File: src/rtl/pa_pkg.sv
// Shared constants and types for the packet assembler.
// Assumes the parse field is two bits wide.
package pa_pkg;
    localparam logic [1:0] PF_PAIR    = 2'd0;
    localparam logic [1:0] PF_LOOPMRK = 2'd2;
    localparam logic [1:0] PF_CLOSE   = 2'd3;

    typedef enum logic [1:0] {
        LC_NONE = 2'd0,
        LC_L0   = 2'd1,
        LC_L1   = 2'd2,
        LC_BOTH = 2'd3
    } loop_code_e;

    typedef struct packed {
        logic closes;
        logic loopmark;
        logic pair;
        logic extender;
    } word_info_t;
endpackage

File: src/rtl/pa_field_decode.sv
// Classifies one instruction word from its parse field and top nibble.
// Assumes an extender has its top nibble at zero and a non-pair parse value.
module pa_field_decode
    import pa_pkg::*;
#(
    parameter int PF_LSB  = 14,
    parameter int EXT_LSB = 28
) (
    input  logic [31:0] word,
    output word_info_t  info
);
    logic [1:0] pf;
    assign pf = word[PF_LSB +: 2];

    // Derive the per-word classification flags.
    always_comb begin
        info.closes   = (pf == PF_CLOSE);
        info.loopmark = (pf == PF_LOOPMRK);
        info.pair     = (pf == PF_PAIR);
        info.extender = (word[EXT_LSB +: 4] == 4'h0) && (pf != PF_PAIR);
    end
endmodule

File: src/rtl/pa_loop_encode.sv
// Turns the loop markers of words 0 and 1 into a loop-end code.
// Assumes the caller passes the final word count of the packet.
module pa_loop_encode
    import pa_pkg::*;
#(
    parameter int CW = 3
) (
    input  logic [CW-1:0] nwords,
    input  logic          mark0,
    input  logic          mark1,
    input  logic          complete,
    output loop_code_e    code
);
    // Length-dependent reading of the markers.
    always_comb begin
        if (!complete)
            code = LC_NONE;
        else if (nwords >= CW'(3))
            code = loop_code_e'({mark1, mark0});
        else if (nwords == CW'(2))
            code = mark0 ? LC_L0 : LC_NONE;
        else
            code = LC_NONE;
    end
endmodule

File: src/rtl/pa_tracker.sv
// Counts words within a packet, remembers the markers and extender state,
// and registers the per-word and per-packet reports.
// Assumes MAX_WORDS is at least 4 so words 0 and 1 both exist.
module pa_tracker
    import pa_pkg::*;
#(
    parameter int MAX_WORDS = 4,
    parameter int IW = $clog2(MAX_WORDS),
    parameter int CW = $clog2(MAX_WORDS + 1),
    parameter int BW = $clog2(4 * MAX_WORDS + 1)
) (
    input  logic          clk,
    input  logic          rst_n,
    input  logic          acc,
    input  word_info_t    info,
    output logic          wd_vld,
    output logic [IW-1:0] wd_idx,
    output logic          wd_ext,
    output logic          wd_duplex,
    output logic          pk_done,
    output logic [CW-1:0] pk_words,
    output logic [BW-1:0] pk_bytes,
    output logic [1:0]    pk_loop,
    output logic          pk_short
);
    logic [IW-1:0] cnt;
    logic          prev_ext, mark0_q, mark1_q;
    logic          at_limit, finish, mark0_eff, mark1_eff;
    logic [CW-1:0] nwords;
    loop_code_e    code;

    assign at_limit  = (cnt == IW'(MAX_WORDS - 1));
    assign finish    = acc && (info.closes || at_limit);
    assign nwords    = CW'(cnt) + CW'(1);
    assign mark0_eff = (cnt == IW'(0)) ? info.loopmark : mark0_q;
    assign mark1_eff = (cnt == IW'(1)) ? info.loopmark : mark1_q;

    pa_loop_encode #(.CW(CW)) u_enc (
        .nwords   (nwords),
        .mark0    (mark0_eff),
        .mark1    (mark1_eff),
        .complete (info.closes),
        .code     (code)
    );

    // Packet position, extender and marker state.
    always_ff @(posedge clk) begin
        if (!rst_n) begin
            cnt      <= '0;
            prev_ext <= 1'b0;
            mark0_q  <= 1'b0;
            mark1_q  <= 1'b0;
        end else if (acc) begin
            if (finish) begin
                cnt      <= '0;
                prev_ext <= 1'b0;
                mark0_q  <= 1'b0;
                mark1_q  <= 1'b0;
            end else begin
                cnt      <= cnt + IW'(1);
                prev_ext <= info.extender;
                if (cnt == IW'(0)) mark0_q <= info.loopmark;
                if (cnt == IW'(1)) mark1_q <= info.loopmark;
            end
        end
    end

    // Registered per-word report, zero when no word was accepted.
    always_ff @(posedge clk) begin
        if (!rst_n || !acc) begin
            wd_vld    <= 1'b0;
            wd_idx    <= '0;
            wd_ext    <= 1'b0;
            wd_duplex <= 1'b0;
        end else begin
            wd_vld    <= 1'b1;
            wd_idx    <= cnt;
            wd_ext    <= prev_ext;
            wd_duplex <= info.pair;
        end
    end

    // Registered per-packet report, zero except in the closing cycle.
    always_ff @(posedge clk) begin
        if (!rst_n || !finish) begin
            pk_done  <= 1'b0;
            pk_words <= '0;
            pk_bytes <= '0;
            pk_loop  <= 2'd0;
            pk_short <= 1'b0;
        end else begin
            pk_done  <= 1'b1;
            pk_words <= nwords;
            pk_bytes <= info.closes ? BW'({nwords, 2'b00}) : '0;
            pk_loop  <= code;
            pk_short <= !info.closes;
        end
    end

    assert_short_size_R10: assert property (@(posedge clk) disable iff (!rst_n)
        pk_short |-> (pk_done && pk_bytes == '0 && pk_words == CW'(MAX_WORDS) && pk_loop == 2'd0));
    assert_first_plain_R6: assert property (@(posedge clk) disable iff (!rst_n)
        (wd_vld && wd_idx == '0) |-> !wd_ext);
    assert_loop1_len_R9: assert property (@(posedge clk) disable iff (!rst_n)
        (pk_done && pk_words < CW'(3)) |-> !pk_loop[1]);
    assert_idx_step_R2: assert property (@(posedge clk) disable iff (!rst_n)
        (wd_vld && !pk_done) |=> (!wd_vld || wd_idx == $past(wd_idx) + IW'(1)));
    assert_done_with_word_R3: assert property (@(posedge clk) disable iff (!rst_n)
        pk_done |-> wd_vld);
    assert_bytes_R4: assert property (@(posedge clk) disable iff (!rst_n)
        (pk_done && !pk_short) |-> (pk_bytes == BW'({pk_words, 2'b00})));
endmodule

File: src/rtl/packet_assembler.sv
// Top of the packet assembler: classifies each incoming word and feeds the
// tracker that counts the packet and reports it.
// Assumes at most one word per cycle and MAX_WORDS of at least 4.
module packet_assembler
    import pa_pkg::*;
#(
    parameter int MAX_WORDS = 4,
    localparam int IW = $clog2(MAX_WORDS),
    localparam int CW = $clog2(MAX_WORDS + 1),
    localparam int BW = $clog2(4 * MAX_WORDS + 1)
) (
    input  logic          clk,
    input  logic          rst_n,
    input  logic          in_vld,
    input  logic [31:0]   in_word,
    output logic          wd_vld,
    output logic [IW-1:0] wd_idx,
    output logic          wd_ext,
    output logic          wd_duplex,
    output logic          pk_done,
    output logic [CW-1:0] pk_words,
    output logic [BW-1:0] pk_bytes,
    output logic [1:0]    pk_loop,
    output logic          pk_short
);
    word_info_t info;

    pa_field_decode #(.PF_LSB(14), .EXT_LSB(28)) u_dec (
        .word (in_word),
        .info (info)
    );

    pa_tracker #(.MAX_WORDS(MAX_WORDS), .IW(IW), .CW(CW), .BW(BW)) u_trk (
        .clk       (clk),
        .rst_n     (rst_n),
        .acc       (in_vld),
        .info      (info),
        .wd_vld    (wd_vld),
        .wd_idx    (wd_idx),
        .wd_ext    (wd_ext),
        .wd_duplex (wd_duplex),
        .pk_done   (pk_done),
        .pk_words  (pk_words),
        .pk_bytes  (pk_bytes),
        .pk_loop   (pk_loop),
        .pk_short  (pk_short)
    );

    assert_idle_quiet_R11: assert property (@(posedge clk) disable iff (!rst_n)
        !$past(in_vld) |-> (!wd_vld && !pk_done));
endmodule

File: config.mk
export PLATFORM = sky130hd
export DESIGN_NAME = packet_assembler
export DESIGN_NICKNAME = d
export VERILOG_FILES = /design/src/rtl/pa_pkg.sv /design/src/rtl/pa_field_decode.sv /design/src/rtl/pa_loop_encode.sv /design/src/rtl/pa_tracker.sv /design/src/rtl/packet_assembler.sv
export SDC_FILE = /design/constraint.sdc
export NUM_CORES = 1
export LEC_CHECK = 0
export BUFFER_PORTS_ARGS = -buffer_cell sky130_fd_sc_hd__clkbuf_2
export CORE_ASPECT_RATIO = 1.4
export CORE_MARGIN = 5
export CORE_UTILIZATION = 36
export DETAILED_ROUTE_END_ITERATION = 10
export HOLD_SLACK_MARGIN = 0.08
export PLACE_DENSITY = 0.74
export SETUP_SLACK_MARGIN = 0.02
export SLEW_MARGIN = 20
export SYNTH_ARGS = -nofsm -noshare
export SYNTH_HDL_FRONTEND = slang
export SYNTH_SLANG_ARGS = --single-unit
export TNS_END_PERCENT = 20
File: constraint.sdc
create_clock -name clk -period 1.29 [get_ports clk]
set_input_delay 0.0645 -clock clk [delete_from_list [all_inputs] [get_ports clk]]
set_output_delay 0.0645 -clock clk [all_outputs]
set_load 0.05 [all_outputs]
Word-level counts from Yosys, hierarchy flattened
Index checks and enable logic that the tools add are counted.
{ "op_classes": {"n_eq_ne": 5, "n_lt_le_gt_ge": 1, "n_reduce_logical": 14, "muxes": 11, "addsub": 2, "bitwise_logic": 1} }
{ "op_table": {"columns": ["operator", "count"], "rows": [
  ["2-to-1 mux 1 bit", 9],
  ["equality test 2 bit (second input constant)", 3],
  ["zero test 1 bit", 4],
  ["zero test 2 bit", 2],
  ["zero test 4 bit", 1],
  ["2-to-1 mux 2 bit", 2],
  ["adder 2 x 1 -> 3 bit (second input constant)", 1],
  ["equality test 3 x 2 -> 1 bit (second input constant)", 1],
  ["greater-or-equal comparator 3 x 2 -> 1 bit (second input constant)", 1],
  ["logical OR 1 bit", 3],
  ["adder 2 x 1 -> 2 bit (second input constant)", 1],
  ["equality test 2 x 1 -> 1 bit (second input constant)", 1],
  ["logical AND 1 bit", 2],
  ["nonzero test 2 bit", 1],
  ["OR reduction 2 bit", 1],
  ["NOT 1 bit", 1]
]} }
{ "totals": {"elab_cells": 48, "input_bits": 35, "regBits": 22} }

Logic depth before layout (Yosys ltp)
{ "logic_depth": {"depth_word": 6, "ltp_mapped": 5, "depth_no_buf": 4} }

Modules after synthesis
From an unflattened synthesis, not the netlist that was laid out.
{ "unflattened": {"hier_cells": 72, "area_unflattened_um2": 742.0} }
{ "by_module_without_submodules": {"columns": ["module", "n_inst", "cells_per_inst", "seq_area_each_um2", "area_per_inst_um2"], "rows": [
  ["pa_tracker", 1, 63, 400.4, 691.9],
  ["pa_field_decode", 1, 5, 0.0, 27.5],
  ["pa_loop_encode", 1, 4, 0.0, 22.5]
]} }

Least setup slack after synthesis
Ideal clock, no wire load.
{ "synth_path": {"path_kind": "register -> register", "from": "register u_trk.cnt[0]", "to": "register u_trk.mark1_q", "path_stages_with_launch": 5, "synth_period_minus_slack_ps": 1240, "setup_slack_ps": 50, "t_arrival_ps": 1123, "setup_time_ps": 117, "cell_sequence": "dfxtp_1 -> ha_1 -> a21o_1 -> o21ai_0 -> a32o_1"} }
{ "synth_between": {"elab_chain_len": 4, "word_cells_on_any_way": 6, "cone_classes": "eq/ne: 2; mux: 2; reduce/logical: 2"} }
{ "synth_lines": {"columns": ["item", "line_no", "text"], "rows": [
  ["from (decl)", "pa_tracker.sv:26", "logic [IW-1:0] cnt;"],
  ["from (signal assigned)", "pa_tracker.sv:60", "cnt <= cnt + IW'(1);"],
  ["equality test 2 bit", "pa_tracker.sv:32", "assign at_limit = (cnt == IW'(MAX_WORDS - 1));"],
  ["logical OR 1 bit", "pa_tracker.sv:33", "assign finish = acc && (info.closes || at_limit);"],
  ["logical AND 1 bit", "pa_tracker.sv:33", null],
  ["2-to-1 mux 1 bit *", "pa_tracker.sv:54", "if (finish) begin"],
  ["to (signal assigned)", "pa_tracker.sv:63", "if (cnt == IW'(1)) mark1_q <= info.loopmark;"],
  ["to (decl)", "pa_tracker.sv:27", "logic prev_ext, mark0_q, mark1_q;"]
]} }
Mark *: on every way between the ends. The rest lies on a longest branch, timed or not.
A chain may end at the register's enable or synchronous reset.

Final worst setup path
{ "layout_path": {"from": "register u_trk.cnt[0]", "to": "register u_trk.mark0_q"} }
{ "layout_between": {"elab_chain_len": 4, "word_cells_on_any_way": 6, "cone_classes": "eq/ne: 1; mux: 2; reduce/logical: 3"} }
{ "layout_lines": {"columns": ["item", "line_no", "text"], "rows": [
  ["equality test 2 bit", "pa_tracker.sv:32", null],
  ["logical OR 1 bit", "pa_tracker.sv:33", null],
  ["logical AND 1 bit", "pa_tracker.sv:33", null],
  ["2-to-1 mux 1 bit *", "pa_tracker.sv:54", null],
  ["to (signal assigned)", "pa_tracker.sv:62", "if (cnt == IW'(0)) mark0_q <= info.loopmark;"],
  ["to (decl)", "pa_tracker.sv:27", null]
]} }
Marks and branches as above.

==> summary.txt <==
Status
  • Run status: completed

Placement
  • Detailed Place HPWL: 1120 µm
  • Port Buffers: 23
  • Routability congestion estimate: 0.743

Global route
  • Global-route wire length before repair: 2460 µm
  • Grt ovf: 0
  • Initial antenna violation count: 0
  • Vias in the first global route: 601
  • Largest net degree at the start of global routing: 12
  • Global Route Usage Sum: 10.2%

Clocking
  • Clock sink total: 20
  • Root buf cell: clkbuf_4
  • Htree depth: 1
  • CTS tree: built
  • CTS Buf Count: 3
  • Post-CTS Setup Bufs: 0
  • Reg clk slew, reported paths: 0.10 ns
  • Clock Path Buffers: 2
  • Clock Latency Late Sink: 0.29 ns

STA
  • F_max: 840 MHz
  • Final Setup Violations: 0
  • Hold Vio Cnt, Final: 0
  • RSZ-0062 raised after global routing: false
  • Final Skew: 0.000326 ns
  • Fin. max-slew vios: 0
  • Period utilization: 92.3%
  • Setup TNS: 0 ns
  • Clock period minus worst slack: 1.19 ns

Synthesis
  • Seq/Total Area, Yosys: 52.3%
  • Synth area leader: dfxtp_1
  • Post-synth ARST share: 0%
  • Distinct cell type count after synthesis: 25
  • Post-synth EDFFs: 0
  • Syn Area/Cell: 10.6 µm²
  • YS warnings: 0
  • Largest cells by area after synthesis: dfxtp_1 52%, ha_1 8.2%, nor4b_2 5.9%
  • Synth top area share: 52.3%
  • Mapped cell area: 766 µm²
  • Seq cells post-synth: 20
  • Synth Instances: 72
  • Synth Flop Type: dfxtp_1

Floorplanning
  • Die width: 49.0 µm
  • Core Area: 2000 µm²
  • Die height: 64.6 µm
  • Ports: 52
  • Initial Util: 38.3%
  • Rows: 19
  • Die Area: 3160 µm²

Worst setup path
  • R2r setup slk: 0.1 ns
  • CP endpoint kind: register
  • Crit start category: register
  • Arr. time, crit path: 1.39 ns
  • Crit-path max FO: 5
  • Crit Path Class: register to register
  • Worst path required time: 1.49 ns

Route
  • Pre-antenna DRT Iters: 2
  • DRC viols: 0
  • Final ANT Viol Nets: 0
  • Initial DRC count: 7
  • DR WL/cell: 12.1 µm
  • Via count: 583
  • Detailed Route WL: 1510 µm
  • Via/cell ratio: 4.66

Finish
  • Layout area overhead: 32.8%
  • Inserted Diodes: 0
  • Final nets: 145
  • Share of cells above drive strength 1: 38.5%

Power
  • Total power: 1.15 mW
  • Static Leak: 0.445 nW
  • VDD IR-drop max: 0.000428 V
  • Pwr/cell area: 1130 nW/µm²

Flow run
  • Max-cap violations: 0

Min path
  • Class of the worst hold path: primary input to register
[critical path, stage by stage (launching register included)]
cell     delay (ns)
dfxtp_4        0.38
inv_1          0.13
ha_1           0.22
o21ai_0        0.11
a32o_1         0.26
[report_power, final]
| part | total (mW) | switching [mW] | internal, mW |
|---|---|---|---|
| Sequential | 0.640 | 0.00915 | 0.631 |
| Combinational | 0.161 | 0.105 | 0.0561 |
| Clock | 0.351 | 0.179 | 0.172 |
[area by class of cell]
type	instances	area, µm²
Clock buffer	4	36.3
Fill cell	182	980
Inverter	5	20.0
Multi-Input combinational cell	44	339
Sequential cell	20	405
Tap cell	21	26.3
Timing Repair Buffer	31	190
[final timing paths]
path	start	to	depth (start not counted)
worst max-delay path	u_trk.cnt[0]	u_trk.mark0_q	4
worst min-delay path	rst_n	u_trk.cnt[1]	2
worst max register to register	u_trk.cnt[0]	u_trk.mark0_q	4
worst min register to register	u_trk.prev_ext	u_trk.prev_ext	2
[placed cells by master (no fill, tap or decap), drive strengths merged, types with 2 or more instances in the layout]
| cell | instances |
|---|---|
| clkbuf | 27 |
| nor2 | 9 |
| nand2b | 2 |
| o21ai | 3 |
| nor3 | 5 |
| nand3 | 3 |
| a32o | 2 |
| dlygate4sd3 | 6 |
| a21boi | 2 |
| dfxtp | 20 |
| nor4b | 3 |
| buf | 2 |
| ha | 5 |
| inv | 4 |
| nand2 | 2 |
| conb | 2 |
[stage by stage]
| stage | instances | worst slack [ns] | utilization, % | instance area [µm²] | hold slack, ns |
|---|---|---|---|---|---|
| 5_1_grt | 125 | 0.0286 | 50.9 | 1020 | 0.0940 |
| 3_5_place_dp | 115 | 0.0163 | 45.1 | 901 | 0.366 |
| 2_1_floorplan | 73 | 0.0499 | - | 769 | 0.141 |
| 6_report | 125 | 0.0997 | 50.9 | 1020 | 0.0934 |
| 3_3_place_gp | 115 | 0.0407 | 45.1 | 901 | 0.357 |
| 4_1_cts | 125 | 0.0311 | 50.1 | 1000 | 0.0972 |
[metal layers]
layer | part of all wire, % | vias up | wire length [µm] | track usage [%]
li1 | - | 302 | - | -
met1 | 38 | 257 | 570 | 8.68
met2 | 52 | 17 | 789 | 18.6
met3 | 4.8 | 7 | 72 | 2.29
met4 | 5.1 | 0 | 77 | 10.4
met5 | 0 | - | 0 | 0
[cells in the mapped netlist, types with 2 or more instances]
cell type,count
buf_4,2
nor4b_2,3
nor2_1,9
nand2b_1,2
buf_2,2
a21boi_1,2
o21ai_0,2
ha_1,5
inv_1,4
dfxtp_1,20
a32o_1,2
nor3_1,5
nand3_1,2
[registers in the layout, summed over array words and instances, names as in the netlist]
register         flops
u_trk.cnt            2
u_trk.mark0_q        1
u_trk.mark1_q        1
u_trk.pk_bytes       3
u_trk.pk_done        1
u_trk.pk_loop        2
u_trk.pk_short       1
u_trk.pk_words       3
u_trk.prev_ext       1
u_trk.wd_duplex      1
u_trk.wd_ext         1
u_trk.wd_idx         2
u_trk.wd_vld         1
[cells by family after synthesis]
logic type | Yosys count | synth area share [%]
compound gates | 10 | 9.64
simple gates | 26 | 22.4
xor+xnor | 1 | 1.14
fa+ha+maj | 5 | 8.17
other cells | 1 | 0.490
flops | 20 | 52.3
buf+inv | 9 | 5.88
[what timing repair did]
item / in CTS / in global routing
hold buffers: 6 / 0
endpoints found under the hold margin: 3 / 0
setup endpoints to repair: 2 / 2
gates resized for setup: 1 / 5
Note: power is estimated with default switching activity, not from simulation.
